`config.mk`:
```
export PLATFORM = sky130hd
export DESIGN_NAME = pwm_chan
export DESIGN_NICKNAME = d
export VERILOG_FILES = /design/src/rtl/pwm_pkg.sv /design/src/rtl/pwm_prescaler.sv /design/src/rtl/pwm_counter.sv /design/src/rtl/pwm_regs.sv /design/src/rtl/pwm_chan.sv
export SDC_FILE = /design/constraint.sdc
export NUM_CORES = 1
export LEC_CHECK = 0
export BUFFER_PORTS_ARGS = -buffer_cell sky130_fd_sc_hd__buf_2
export CORE_UTILIZATION = 55
export CTS_CLUSTER_DIAMETER = 30
export DETAILED_ROUTE_END_ITERATION = 7
export PLACE_DENSITY = 0.84
export SLEW_MARGIN = 20
export SYNTH_ARGS = -nofsm -noshare
export SYNTH_HDL_FRONTEND = slang
export SYNTH_SLANG_ARGS = --single-unit
```
`constraint.sdc`:
```
create_clock -name clk -period 3.79 [get_ports clk]
set_input_delay 0.379 -clock clk [delete_from_list [all_inputs] [get_ports clk]]
set_output_delay 0.379 -clock clk [all_outputs]
set_load 0.005 [all_outputs]
```
`src/rtl/pwm_pkg.sv`:
```
package pwm_pkg;
  localparam int CNT_W  = 20;
  localparam int DIV_W  = 10;
  localparam int MODE_W = 11;

  localparam logic [2:0] IX_MODE   = 3'd0;
  localparam logic [2:0] IX_DUTY   = 3'd1;
  localparam logic [2:0] IX_PERIOD = 3'd2;
  localparam logic [2:0] IX_COUNT  = 3'd3;
  localparam logic [2:0] IX_STAGE  = 3'd4;
  localparam logic [2:0] IX_CTRL   = 3'd5;
  localparam logic [2:0] IX_STAT   = 3'd6;

  localparam int B_CENTER = 8;
  localparam int B_IDLEHI = 9;
  localparam int B_TOPRD  = 10;

  localparam logic [3:0] SEL_EXT_A = 4'hB;
  localparam logic [3:0] SEL_EXT_B = 4'hC;
endpackage

```
`src/rtl/pwm_prescaler.sv`:
```
module pwm_prescaler #(
  parameter int DIV_W = pwm_pkg::DIV_W
) (
  input  logic       clk,
  input  logic       rst_n,
  input  logic       en,
  input  logic [3:0] sel,
  input  logic       ext_a,
  input  logic       ext_b,
  output logic       tick
);
  logic [DIV_W-1:0] div_q, div_d;
  logic [15:0]      div_tick;

  // one tick candidate per power-of-two exponent
  for (genvar g = 0; g < 16; g++) begin : g_exp
    if (g == 0) begin : g_one
      assign div_tick[g] = 1'b1;
    end else if (g <= DIV_W) begin : g_pow
      assign div_tick[g] = &div_q[g-1:0];
    end else begin : g_none
      assign div_tick[g] = 1'b0;
    end
  end

  always_comb begin
    div_d = en ? div_q + 1'b1 : '0;
  end

  always_ff @(posedge clk or negedge rst_n) begin
    if (!rst_n) div_q <= '0;
    else        div_q <= div_d;
  end

  always_comb begin
    tick = 1'b0;
    if (en) begin
      if (int'(sel) <= DIV_W)        tick = div_tick[sel];
      else if (sel == pwm_pkg::SEL_EXT_A) tick = ext_a;
      else if (sel == pwm_pkg::SEL_EXT_B) tick = ext_b;
    end
  end
endmodule

```
`src/rtl/pwm_counter.sv`:
```
module pwm_counter #(
  parameter int CNT_W = pwm_pkg::CNT_W
) (
  input  logic             clk,
  input  logic             rst_n,
  input  logic             en,
  input  logic             tick,
  input  logic             center,
  input  logic [CNT_W-1:0] prd,
  output logic [CNT_W-1:0] cnt,
  output logic             bnd
);
  logic [CNT_W-1:0] cnt_d;
  logic             dn_q, dn_d;
  logic [CNT_W:0]   cnt_inc;

  assign cnt_inc = {1'b0, cnt} + 1'b1;

  always_comb begin
    cnt_d = cnt;
    dn_d  = dn_q;
    bnd   = 1'b0;
    if (!en) begin
      cnt_d = '0;
      dn_d  = 1'b0;
    end else if (tick) begin
      if (!center) begin
        dn_d = 1'b0;
        if (cnt_inc >= {1'b0, prd}) begin
          cnt_d = '0;
          bnd   = 1'b1;
        end else begin
          cnt_d = cnt_inc[CNT_W-1:0];
        end
      end else if (!dn_q) begin
        if (cnt < prd) begin
          cnt_d = cnt_inc[CNT_W-1:0];
        end else if (cnt == '0) begin
          bnd = 1'b1;
        end else begin
          cnt_d = cnt - 1'b1;
          if (cnt == CNT_W'(1)) bnd = 1'b1;
          else                  dn_d = 1'b1;
        end
      end else begin
        cnt_d = cnt - 1'b1;
        if (cnt == CNT_W'(1)) begin
          bnd  = 1'b1;
          dn_d = 1'b0;
        end
      end
    end
  end

  always_ff @(posedge clk or negedge rst_n) begin
    if (!rst_n) begin
      cnt  <= '0;
      dn_q <= 1'b0;
    end else begin
      cnt  <= cnt_d;
      dn_q <= dn_d;
    end
  end

  AST_OFF_ZERO: assert property (@(posedge clk) disable iff (!rst_n)
    !en |=> (cnt == '0));
  AST_BND_ZERO: assert property (@(posedge clk) disable iff (!rst_n)
    bnd |=> (cnt == '0));
  AST_HOLD_NO_TICK: assert property (@(posedge clk) disable iff (!rst_n)
    (en && !tick) |=> $stable(cnt));
endmodule

```
`src/rtl/pwm_regs.sv`:
```
module pwm_regs #(
  parameter int CNT_W  = pwm_pkg::CNT_W,
  parameter int MODE_W = pwm_pkg::MODE_W
) (
  input  logic              clk,
  input  logic              rst_n,
  input  logic              wr,
  input  logic              rd,
  input  logic [2:0]        idx,
  input  logic [CNT_W-1:0]  wdata,
  input  logic              bnd,
  output logic              en,
  output logic [MODE_W-1:0] mode,
  output logic [CNT_W-1:0]  dty,
  output logic [CNT_W-1:0]  prd,
  output logic [CNT_W-1:0]  stage,
  output logic              flag
);
  import pwm_pkg::*;

  logic              en_d, pend_q, pend_d, flag_d;
  logic [MODE_W-1:0] mode_d;
  logic [CNT_W-1:0]  dty_d, prd_d, stage_d;
  logic              wr_dty, wr_prd;

  assign wr_dty = wr && (idx == IX_DUTY);
  assign wr_prd = wr && (idx == IX_PERIOD);

  always_comb begin
    en_d    = en;
    mode_d  = mode;
    dty_d   = dty;
    prd_d   = prd;
    stage_d = stage;
    pend_d  = pend_q;
    flag_d  = flag;
    // staged value lands only on a period end
    if (bnd && pend_q) begin
      if (mode[B_TOPRD]) prd_d = stage;
      else               dty_d = stage;
      pend_d = 1'b0;
    end
    if (wr) begin
      case (idx)
        IX_MODE:   mode_d = wdata[MODE_W-1:0];
        IX_DUTY:   dty_d  = wdata;
        IX_PERIOD: prd_d  = wdata;
        IX_STAGE: begin
          stage_d = wdata;
          pend_d  = 1'b1;
        end
        IX_CTRL:   en_d = wdata[0];
        default: ;
      endcase
    end
    if (bnd)                         flag_d = 1'b1;
    else if (rd && idx == IX_STAT)   flag_d = 1'b0;
  end

  always_ff @(posedge clk or negedge rst_n) begin
    if (!rst_n) begin
      en     <= 1'b0;
      mode   <= '0;
      dty    <= '0;
      prd    <= '0;
      stage  <= '0;
      pend_q <= 1'b0;
      flag   <= 1'b0;
    end else begin
      en     <= en_d;
      mode   <= mode_d;
      dty    <= dty_d;
      prd    <= prd_d;
      stage  <= stage_d;
      pend_q <= pend_d;
      flag   <= flag_d;
    end
  end

  AST_DTY_ONLY_AT_END: assert property (@(posedge clk) disable iff (!rst_n)
    (!bnd && !wr_dty) |=> $stable(dty));
  AST_PRD_ONLY_AT_END: assert property (@(posedge clk) disable iff (!rst_n)
    (!bnd && !wr_prd) |=> $stable(prd));
  AST_FLAG_ON_END: assert property (@(posedge clk) disable iff (!rst_n)
    bnd |=> flag);
endmodule

```
`src/rtl/pwm_chan.sv`:
```
module pwm_chan #(
  parameter int CNT_W  = pwm_pkg::CNT_W,
  parameter int DIV_W  = pwm_pkg::DIV_W,
  parameter int MODE_W = pwm_pkg::MODE_W
) (
  input  logic        clk,
  input  logic        rst_n,
  input  logic        bus_wr,
  input  logic        bus_rd,
  input  logic [4:0]  bus_addr,
  input  logic [31:0] bus_wdata,
  output logic [31:0] bus_rdata,
  input  logic        ext_tick_a,
  input  logic        ext_tick_b,
  output logic        pwm_out,
  output logic        irq
);
  import pwm_pkg::*;

  logic              rs1_q, rst_sync_n;
  logic              en, tick, bnd, flag;
  logic [MODE_W-1:0] mode;
  logic [CNT_W-1:0]  dty, prd, stage, cnt;
  logic [2:0]        idx;
  logic              unused_bits;

  // reset asserts at once, releases after two clocks
  always_ff @(posedge clk or negedge rst_n) begin
    if (!rst_n) begin
      rs1_q      <= 1'b0;
      rst_sync_n <= 1'b0;
    end else begin
      rs1_q      <= 1'b1;
      rst_sync_n <= rs1_q;
    end
  end

  assign idx         = bus_addr[4:2];
  assign unused_bits = ^{bus_addr[1:0], bus_wdata[31:CNT_W]};

  pwm_regs #(.CNT_W(CNT_W), .MODE_W(MODE_W)) u_regs (
    .clk(clk), .rst_n(rst_sync_n), .wr(bus_wr), .rd(bus_rd), .idx(idx),
    .wdata(bus_wdata[CNT_W-1:0]), .bnd(bnd), .en(en), .mode(mode),
    .dty(dty), .prd(prd), .stage(stage), .flag(flag)
  );

  pwm_prescaler #(.DIV_W(DIV_W)) u_pre (
    .clk(clk), .rst_n(rst_sync_n), .en(en), .sel(mode[3:0]),
    .ext_a(ext_tick_a), .ext_b(ext_tick_b), .tick(tick)
  );

  pwm_counter #(.CNT_W(CNT_W)) u_cnt (
    .clk(clk), .rst_n(rst_sync_n), .en(en), .tick(tick),
    .center(mode[B_CENTER]), .prd(prd), .cnt(cnt), .bnd(bnd)
  );

  assign pwm_out = mode[B_IDLEHI] ^ (en && (cnt < dty));
  assign irq     = flag;

  always_comb begin
    bus_rdata = '0;
    case (idx)
      IX_MODE:   bus_rdata = 32'(mode);
      IX_DUTY:   bus_rdata = 32'(dty);
      IX_PERIOD: bus_rdata = 32'(prd);
      IX_COUNT:  bus_rdata = 32'(cnt);
      IX_STAGE:  bus_rdata = 32'(stage);
      IX_CTRL:   bus_rdata = {31'b0, en};
      IX_STAT:   bus_rdata = {31'b0, flag};
      default:   bus_rdata = '0;
    endcase
  end
endmodule

```
=== After elaboration in Yosys (flattened, before gate mapping) ===
Cells that the tools add are included.

* Flip-flop bits (word level): 107
* Latch bits: 0
* RAM bits: 0
* Bits in read-only memories: 0
* Input port bits: 43
* Output and inout port bits: 34
* Memories: 0

* $add $sub $neg: 3
* Multipliers: 0
* Divide/modulo/power cells: 0
* Order comparisons: 5
* Equal/unequal tests: 11
* Shift-type cells: 0
* Mux-type cells: 43
* Bitwise operators: 1
* Reduce and logical (&&, ||, !) cells: 19

{| class="wikitable"
|+ Operators with widths
! kind !! number
|-
| $mux 20 || 15
|-
| $pmux 20 s7 || 1
|-
| $lt 20x20->1 || 2
|-
| $mux 1 || 25
|-
| $add 20x1->21 const B || 1
|-
| $ge 21x20->1 || 1
|-
| $eq 20x1->1 const B || 1
|-
| $logic_not 20->1 || 1
|-
| $sub 20x1->20 const B || 1
|-
| $add 10x1->10 const B || 1
|-
| $mux 10 || 1
|-
| $reduce_and 10->1 || 1
|-
| $reduce_and 2->1 || 5
|-
| $eq 3x3->1 const B || 3
|-
| $reduce_and 9->1 || 1
|-
| $eq 4x4->1 const B || 2
|-
| $reduce_and 8->1 || 1
|-
| $reduce_and 7->1 || 1
|-
| $eq 3x2->1 const B || 2
|-
| $reduce_and 6->1 || 1
|-
| $lt 4x5->1 const B || 1
|-
| $ne 5x3->1 const B || 1
|-
| $reduce_and 5->1 || 1
|-
| $bmux 1 s4 || 1
|-
| 9 further kinds || 11
|}

=== Depth between registers and ports, before layout ===
Gate-level depths: netlist (run 1).

* Word-level depth: 12
* Depth in mapped cells: 17

=== Hierarchy ===
A second synthesis (run 1) with hierarchy kept.

* Cells, all modules: 911
* Area, all modules: 7936.4 um2

{| class="wikitable"
|+ By module, submodules not included
! module !! times used !! cells each !! area each (um2) !! sequential area each (um2)
|-
| pwm_regs || 1 || 299 || 3195.6 || 1851.8
|-
| pwm_counter || 1 || 362 || 2798.9 || 525.5
|-
| pwm_chan || 1 || 189 || 1341.3 || 50.0
|-
| pwm_prescaler || 1 || 61 || 600.6 || 250.2
|}

=== Worst setup path before layout (run 1) ===
Ideal clock, no wire load.

* Path kind: register -> register
* Start: register u_cnt.cnt[0]
* End: register u_regs.dty[0]
* Data arrival time: 3.548 ns
* Data required time: 3.653 ns
* Slack: 0.105 ns
* Stages on the path, launching flop included: 17
* Buffers on the path: 1
* Period minus slack after synthesis: 3.685 ns
* Path through: dfrtp_1 ha_1 nand3_1 and2b_1 nand3_1 nor2_1 xnor2_1 ha_1 and3_1 a22o_1 a311o_1 a41oi_2 a31oi_2 o21ai_1 buf_6 mux2i_1 a21oi_1

* Word-level cells in the longest chain between the ends: 12
* Elaborated cells between the ends (all ways): 17
* Those cells by class: 1 x add/sub; 2 x order compare; 1 x eq/ne; 11 x mux; 2 x reduce/logical

{| class="wikitable"
|+ RTL lines
! item !! RTL line !! text
|-
| from (decl) || pwm_counter.sv:10 || <nowiki>output logic [CNT_W-1:0] cnt,</nowiki>
|-
| from (signal assigned) || pwm_counter.sv:60 || <nowiki>cnt <= cnt_d;</nowiki>
|-
| parallel branches: the longest is 5 deep, another holds $add 20x1->21 || n/a ||
|-
| $mux 1 (*) || pwm_counter.sv:27 || <nowiki>if (!center) begin</nowiki>
|-
| $mux 1 (*) || pwm_counter.sv:26 || <nowiki>end else if (tick) begin</nowiki>
|-
| $mux 1 (*) || pwm_counter.sv:23 || <nowiki>if (!en) begin</nowiki>
|-
| $logic_and 1x1->1 (*) || pwm_regs.sv:38 || <nowiki>if (bnd && pend_q) begin</nowiki>
|-
| $mux 20 (*) || pwm_regs.sv:38 ||
|-
| $mux 20 || pwm_regs.sv:44 || <nowiki>case (idx)</nowiki>
|-
| $mux 20 (*) || pwm_regs.sv:43 || <nowiki>if (wr) begin</nowiki>
|-
| named net u_regs.dty_d[0] || pwm_regs.sv:23 || <nowiki>logic [CNT_W-1:0] dty_d, prd_d, stage_d;</nowiki>
|-
| to (signal assigned) || pwm_regs.sv:72 || <nowiki>dty <= dty_d;</nowiki>
|-
| to (decl) || pwm_regs.sv:14 || <nowiki>output logic [CNT_W-1:0] dty,</nowiki>
|}

Mark *: on every way through the listed nets, which the timed path passes.
A chain may end at the register's enable or synchronous reset.

=== Worst setup path after layout (run 1) ===
* Start: register u_cnt.cnt[8]
* End: register u_regs.prd[1]

* Word-level cells in the longest chain between the ends: 12
* Elaborated cells between the ends (all ways): 17
* Those cells by class: 1 x add/sub; 2 x order compare; 1 x eq/ne; 11 x mux; 2 x reduce/logical

{| class="wikitable"
|+ RTL lines
! item !! RTL line !! text
|-
| parallel branches: the longest is 5 deep, another holds $add 20x1->21 || n/a ||
|-
| $mux 1 (*) || pwm_counter.sv:27 ||
|-
| $mux 1 (*) || pwm_counter.sv:26 ||
|-
| $mux 1 (*) || pwm_counter.sv:23 ||
|-
| $logic_and 1x1->1 (*) || pwm_regs.sv:38 ||
|-
| $mux 20 (*) || pwm_regs.sv:38 ||
|-
| $mux 20 || pwm_regs.sv:44 ||
|-
| $mux 20 (*) || pwm_regs.sv:43 ||
|-
| named net u_regs.prd_d[1] || pwm_regs.sv:23 ||
|-
| to (signal assigned) || pwm_regs.sv:73 || <nowiki>prd <= prd_d;</nowiki>
|-
| to (decl) || pwm_regs.sv:15 || <nowiki>output logic [CNT_W-1:0] prd,</nowiki>
|}

Marked as above.

==> qor.yml, run 1 <==
synth_edf_count: 0
vias: 7158
min_path_type: "primary input to register"
tightest_slew_ns: 1.06
io_buffers: 50
cts.sinks: 107
ctsLongestPathBuffers: 2
grt_start_max_net_pins: 41
die_area_mm2: 0.0148
routed_wl_um: 21900
post-place-ws_ns: -0.0387
worst_setup_path_start_kind: "register"
finalCritPeriodShare: 1.01
layout-drive-gt1-share: 0.227
num_antenna_cells: 0
hpwl_um: 15200
whs_path_depth: 2
criticalPathCategory: "register to register"
grt_pass1_wl_um: 34100
synth_area_leaders: "dfrtp_1 34%, ha_1 11%, mux2i_1 6.0%, a21oi_1 5.3%, mux2_2 4.7%"
syn_area_mm2: 0.00789
r2r_cells: 16
finalHoldViolations: 0
fmax_mhz: 261
timing.rr.end: "u_regs.prd[1]"
ys_seq_area_frac: 0.339
synth.distinct_cells: 72
vias_per_cell: 6.29
grtUsageTotal: 0.297
gr-total-overflow: 0
required_ns: 4.01
drt-initial-drc-count: 650
power.leakage_nw: 4.74
cts_root_buf: "clkbuf_16"
yosysTopAreaCell: "dfrtp_1"
drtAntennaViolNets: 0
cts_buffers: 9
grt_pass1_vias: 6786
setup-violations-final: 1
insertion_delay_ns: 0.36
antenna_found_initial: 0
pin_count: 77
die_x_um: 122
postSynth.asyncResetShare: 1.00
synth-warning-count: 0
synth_top_area_frac: 0.339
ir_drop_mv: 0.306
htree_levels: 3
die_h_um: 122
power_density_mw_per_mm2: 404
start_util: 0.566
failed_checks: "negative setup slack"
min_from: "bus_wdata[13]"
first_pass_iters: 6
hold_end: "u_regs.stage[13]"
nets: 1064
synthesis.instances: 870
clock_skew_ns: 0.00716
arrival_ns: 4.05
tns_ns: -0.0404
synth_flop_cell: "dfrtp_1"
ys_ff_latch: 107
status: "complete, but fails checks"
setup_slack_ns: -0.0404
cts_tree: "done"
synth.avg_cell_area_um2: 9.07
rows: 43
max_slew_margin: 0.291
clk_pin_slew_ns: 0.07
regToRegSetupSlack_ns: -0.04
area_delta_synth_final_pct: 15.5
crit_path_end_kind: "register"
slew_viol_final: 0
reg2reg_from: "u_cnt.cnt[8]"
max-cap-violations: 0
finalCriticalPeriod_ns: 3.83
gp_congestion: 0.894
nFillCells: 1050
whs_ns: 0.276
drt-wirelength-per-cell_um: 19.3
core-area_mm2: 0.0139
critPathMaxFanout: 5
drc: 0
cells by family (layout without fill, tap and decap cells):
kind of cell | Yosys count | in the layout | share of synthesized area
simple gates | 237 | 237 | 0.149
compound gates | 205 | 205 | 0.159
buf+inv | 136 | 213 | 0.0791
flops | 107 | 107 | 0.339
mux | 91 | 91 | 0.138
fa+ha+maj | 67 | 67 | 0.106
xor+xnor | 25 | 25 | 0.0277
other cells | 2 | 13 | 0.000951
where the power goes:
| part | total, W | internal, W | switching [W] |
|---|---|---|---|
| Combinational | 0.00120 | 0.000523 | 0.000680 |
| Clock | 0.000964 | 0.000531 | 0.000433 |
| Sequential | 0.00151 | 0.00133 | 0.000189 |
through the flow:
step | instances | instance area (um^2) | total power (W) | utilization
floorplan | 881 | 7940 | 0.00232 | -
detailed placement | 1111 | 8580 | 0.00267 | 0.615
global placement | 1111 | 8580 | 0.00261 | 0.615
global route | 1138 | 9110 | 0.00387 | 0.654
CTS | 1127 | 8890 | 0.00363 | 0.638
finish | 1138 | 9110 | 0.00368 | 0.654
final cells by class:
class	count	area, um^2	share of cell area
inverter	75	282	0.0309
clock buffer	12	246	0.0270
timing repair buffer	123	876	0.0961
tap	180	225	0.0247
multi-input combinational	638	4760	0.522
clock inverter	3	47.5	0.00522
sequential	107	2680	0.294
sequential cells by signal, summed over array words and instances (netlist names):
name and flops:
rs1_q 1, rst_sync_n 1, u_cnt.cnt 20, u_cnt.dn_q 1
u_pre.div_q 10, u_regs.dty 20, u_regs.en 1, u_regs.flag 1
u_regs.mode 11, u_regs.pend_q 1, u_regs.prd 20, u_regs.stage 20
worst max path at each step:
| stage | from | depth (start not counted) | slack, ns | to |
|---|---|---|---|---|
| floorplan | u_cnt.cnt[0] | 16 | 0.10 | u_regs.dty[0] |
| global placement | u_cnt.cnt[3] | 16 | -0.01 | u_regs.dty[4] |
| detailed placement | u_cnt.cnt[3] | 15 | -0.04 | u_cnt.cnt[16] |
| CTS | u_cnt.cnt[2] | 15 | 0.01 | u_cnt.cnt[15] |
| global route | u_cnt.cnt[3] | 18 | -0.15 | u_regs.prd[1] |
| finish | u_cnt.cnt[8] | 16 | -0.04 | u_regs.prd[1] |
cells in the mapped netlist, drive strengths merged (3+ instances only):
library cell and count:
o22ai 11, clkbuf 29, mux4 11, xnor2 20, a211oi 4, mux2 33, mux2i 47, buf 32
or4 4, nor3b 5, and4 3, o31ai 3, a22o 4, a21o 13, o21a 4, nor2b 6
dfrtp 107, nor3 18, a21oi 84, nand4 10, inv 75, and2 6, and3 8, o21ai 49
nor4 8, nand3 26, a22oi 12, nand2b 6, or3 6, nand2 60, nor2 63, ha 67
xor2 5
worst max-delay path: stages (launching register included):
cell and delay (ns):
dfrtp_1 0.38, and4_1 0.21, and3_4 0.18, and2b_2 0.23, buf_4 0.15, xnor2_1 0.14, ha_1 0.29, nand3_1 0.15
nor4_2 0.37, nor4b_1 0.30, o21ai_1 0.18, a31oi_4 0.36, o21ai_4 0.08, buf_4 0.17, clkbuf_16 0.16, mux2i_1 0.22
a21oi_1 0.13
layout by cell type (no fill, tap or decap), types with 33 or more instances in the layout:
master   count
a21oi_1     83
buf_2       50
buf_4       64
dfrtp_1    106
ha_1        67
inv_1       73
mux2_2      33
mux2i_1     47
nand2_1     60
nor2_1      61
o21ai_0     43
layer usage:
layer / part of all wire / global-route usage / wire, um / vias to the layer above
met3: 0.085 / 0.0478 / 1870 / 79
met1: 0.40 / 0.394 / 8790 / 3472
li1: - / - / - / 3235
met2: 0.47 / 0.471 / 10300 / 372
met5: 0 / 0 / 0 / -
met4: 0.041 / 0.144 / 903 / 0
timing repair:
item	in CTS	in global routing
resized for setup	2	21
pin swaps	2	13
hold endpoints to repair	2	0
hold buffers	1	0
endpoints found under the setup margin	43	58
gates cloned	0	3
setup buffers	0	8
Power figures use the tool's default switching activity.
==> run 2: changes to the inputs <==
--- a/config.mk
+++ b/config.mk
@@ -9,7 +9,7 @@
 export CORE_UTILIZATION = 55
 export CTS_CLUSTER_DIAMETER = 30
 export DETAILED_ROUTE_END_ITERATION = 7
-export PLACE_DENSITY = 0.84
+export PLACE_DENSITY_LB_ADDON = 0.1
 export SLEW_MARGIN = 20
 export SYNTH_ARGS = -nofsm -noshare
 export SYNTH_HDL_FRONTEND = slang
==> qor.yml, run 2 (synthesis gave the netlist of run 1 again) <==
io_buffers: 50
finalHoldViolations: 0
slew_viol_final: 0
dpl_cell_area_mm2: 0.00855
setup-violations-final: 0
clk_pin_slew_ns: 0.08
num_antenna_cells: 0
power_frac_clock: 0.261
die_h_um: 122
drc: 0
worst_setup_path_start_kind: "register"
internal_power_w: 0.00233
drt-initial-drc-count: 562
pin_count: 77
power.leakage_nw: 4.77
clock_skew_ns: 0.0101
power_density_mw_per_mm2: 403
post-place-ws_ns: -0.153
tns_ns: 0
area_delta_synth_final_pct: 15.8
die_area_mm2: 0.0148
gr-total-overflow: 0
grt_pass1_wl_um: 35300
design_area_mm2: 0.00914
net-switching-power_w: 0.00135
nFillCells: 1159
ir_drop_mv: 0.431
insertion_delay_ns: 0.36
rows: 43
layout-drive-gt1-share: 0.229
seq_power_share: 0.410
core-area_mm2: 0.0139
gp_congestion: 0.869
final_common_cell: "dfrtp_1"
final_cell_mix: "106 x dfrtp_1, 83 x a21oi_1, 73 x inv_1"
critPathMaxFanout: 7
drt-wirelength-per-cell_um: 19.3
start_util: 0.566
criticalPathCategory: "register to register"
antenna_found_initial: 0
first_pass_iters: 5
max_slew_margin: 0.258
min_from: "bus_wdata[17]"
min_path_type: "primary input to register"
cts_root_buf: "clkbuf_16"
ctsLongestPathBuffers: 2
cts.sinks: 107
setup_slack_ns: 0.124
startpoint: "u_cnt.cnt[6]"
status: "finished clean"
crit_path_end_kind: "register"
cts_buffers: 9
finalCriticalPeriod_ns: 3.67
nets: 1060
grt_start_max_net_pins: 67
arrival_ns: 3.90
routed_wl_um: 21900
max-cap-violations: 0
hpwl_um: 15800
reg2reg_from: "u_cnt.cnt[6]"
fmax_mhz: 273
instances_no_fill: 1135
whs_ns: 0.274
htree_levels: 3
dpl.cell_count: 1108
register_area_mm2: 0.00268
multi_input_area_mm2: 0.00483
p_comb_frac: 0.329
grtUsageTotal: 0.312
vias_per_cell: 6.00
finalCritPeriodShare: 0.967
swShare: 0.368
tightest_slew_ns: 1.11
grt_pass1_vias: 6775
drtAntennaViolNets: 0
required_ns: 4.03
die_x_um: 122
cts_tree: "done"
vias: 6807
[run 2: cell count changes in the layout (fill, tap and decap cells not counted), sizes merged]
| cell | previous run | this run |
|---|---|---|
| bufinv | 1 | 0 |
| clkinv | 1 | 2 |
| inv | 76 | 79 |
| clkbuf | 14 | 11 |
| buf | 120 | 117 |
[run 2: power groups by stage]
| stage | sequential (W) | clock, W | combinational (W) |
|---|---|---|---|
| after CTS | 0.00151 | 0.000977 | 0.00117 |
| after global routing | 0.00154 | 0.00102 | 0.00134 |
| after floorplan | 0.00147 | 0 | 0.000847 |
| after detailed placement | 0.00153 | 0 | 0.00116 |
| final | 0.00151 | 0.000960 | 0.00121 |
| after global placement | 0.00152 | 0 | 0.00111 |
[run 2: area by class of cell]
| type | count | share of cell area |
|---|---|---|
| clock buffers | 10 | 0.0261 |
| repair buffers | 119 | 0.0902 |
| clock inverters | 6 | 0.00684 |
| multi-input cells | 638 | 0.528 |
| inverters | 75 | 0.0308 |
| flip-flops and latches | 107 | 0.293 |
| well taps | 180 | 0.0246 |
[run 2: path summary, 6_finish.rpt]
check,end,slack [ns],cells after the start
worst max-delay path,u_regs.dty[7],0.12,16
min in group asynchronous,rst_sync_n,0.32,2
worst min register to register,rst_sync_n,0.37,0
worst min-delay path,u_regs.stage[17],0.27,2
max in group asynchronous,u_regs.dty[15],2.27,1
worst max register to register,u_regs.dty[7],0.12,16
[run 2: critical path: stages, from the launching register on]
cell,delay [ns]
dfrtp_1,0.35
and4_1,0.22
and3_4,0.18
and2b_2,0.20
nand3_4,0.11
nor2_4,0.14
xnor2_2,0.13
ha_1,0.27
a21o_1,0.19
a22o_1,0.17
a311o_1,0.29
a41oi_2,0.26
a31oi_4,0.22
o21ai_4,0.31
clkbuf_16,0.22
mux2i_1,0.19
a21oi_1,0.08
[run 2: what timing repair did]
action | CTS | global route
pin swaps | 5 | 20
gates cloned | 0 | 1
hold endpoints to repair | 2 | 0
setup buffers | 2 | 7
gates resized for setup | 9 | 25
hold buffers | 1 | 0
setup endpoints to repair | 57 | 59
[run 2: through the flow]
step | total power (W) | utilization
finish | 0.00368 | 0.656
global route | 0.00391 | 0.656
CTS | 0.00365 | 0.641
detailed placement | 0.00269 | 0.614
global placement | 0.00262 | 0.614
floorplan | 0.00232 | -
[run 2: layer usage]
layer	global-route usage	up-vias	share of wire
met1	0.428	3298	0.44
met2	0.496	250	0.48
met4	0.0988	0	0.018
met3	0.0585	33	0.063
li1	-	3226	-
met5	0	-	0
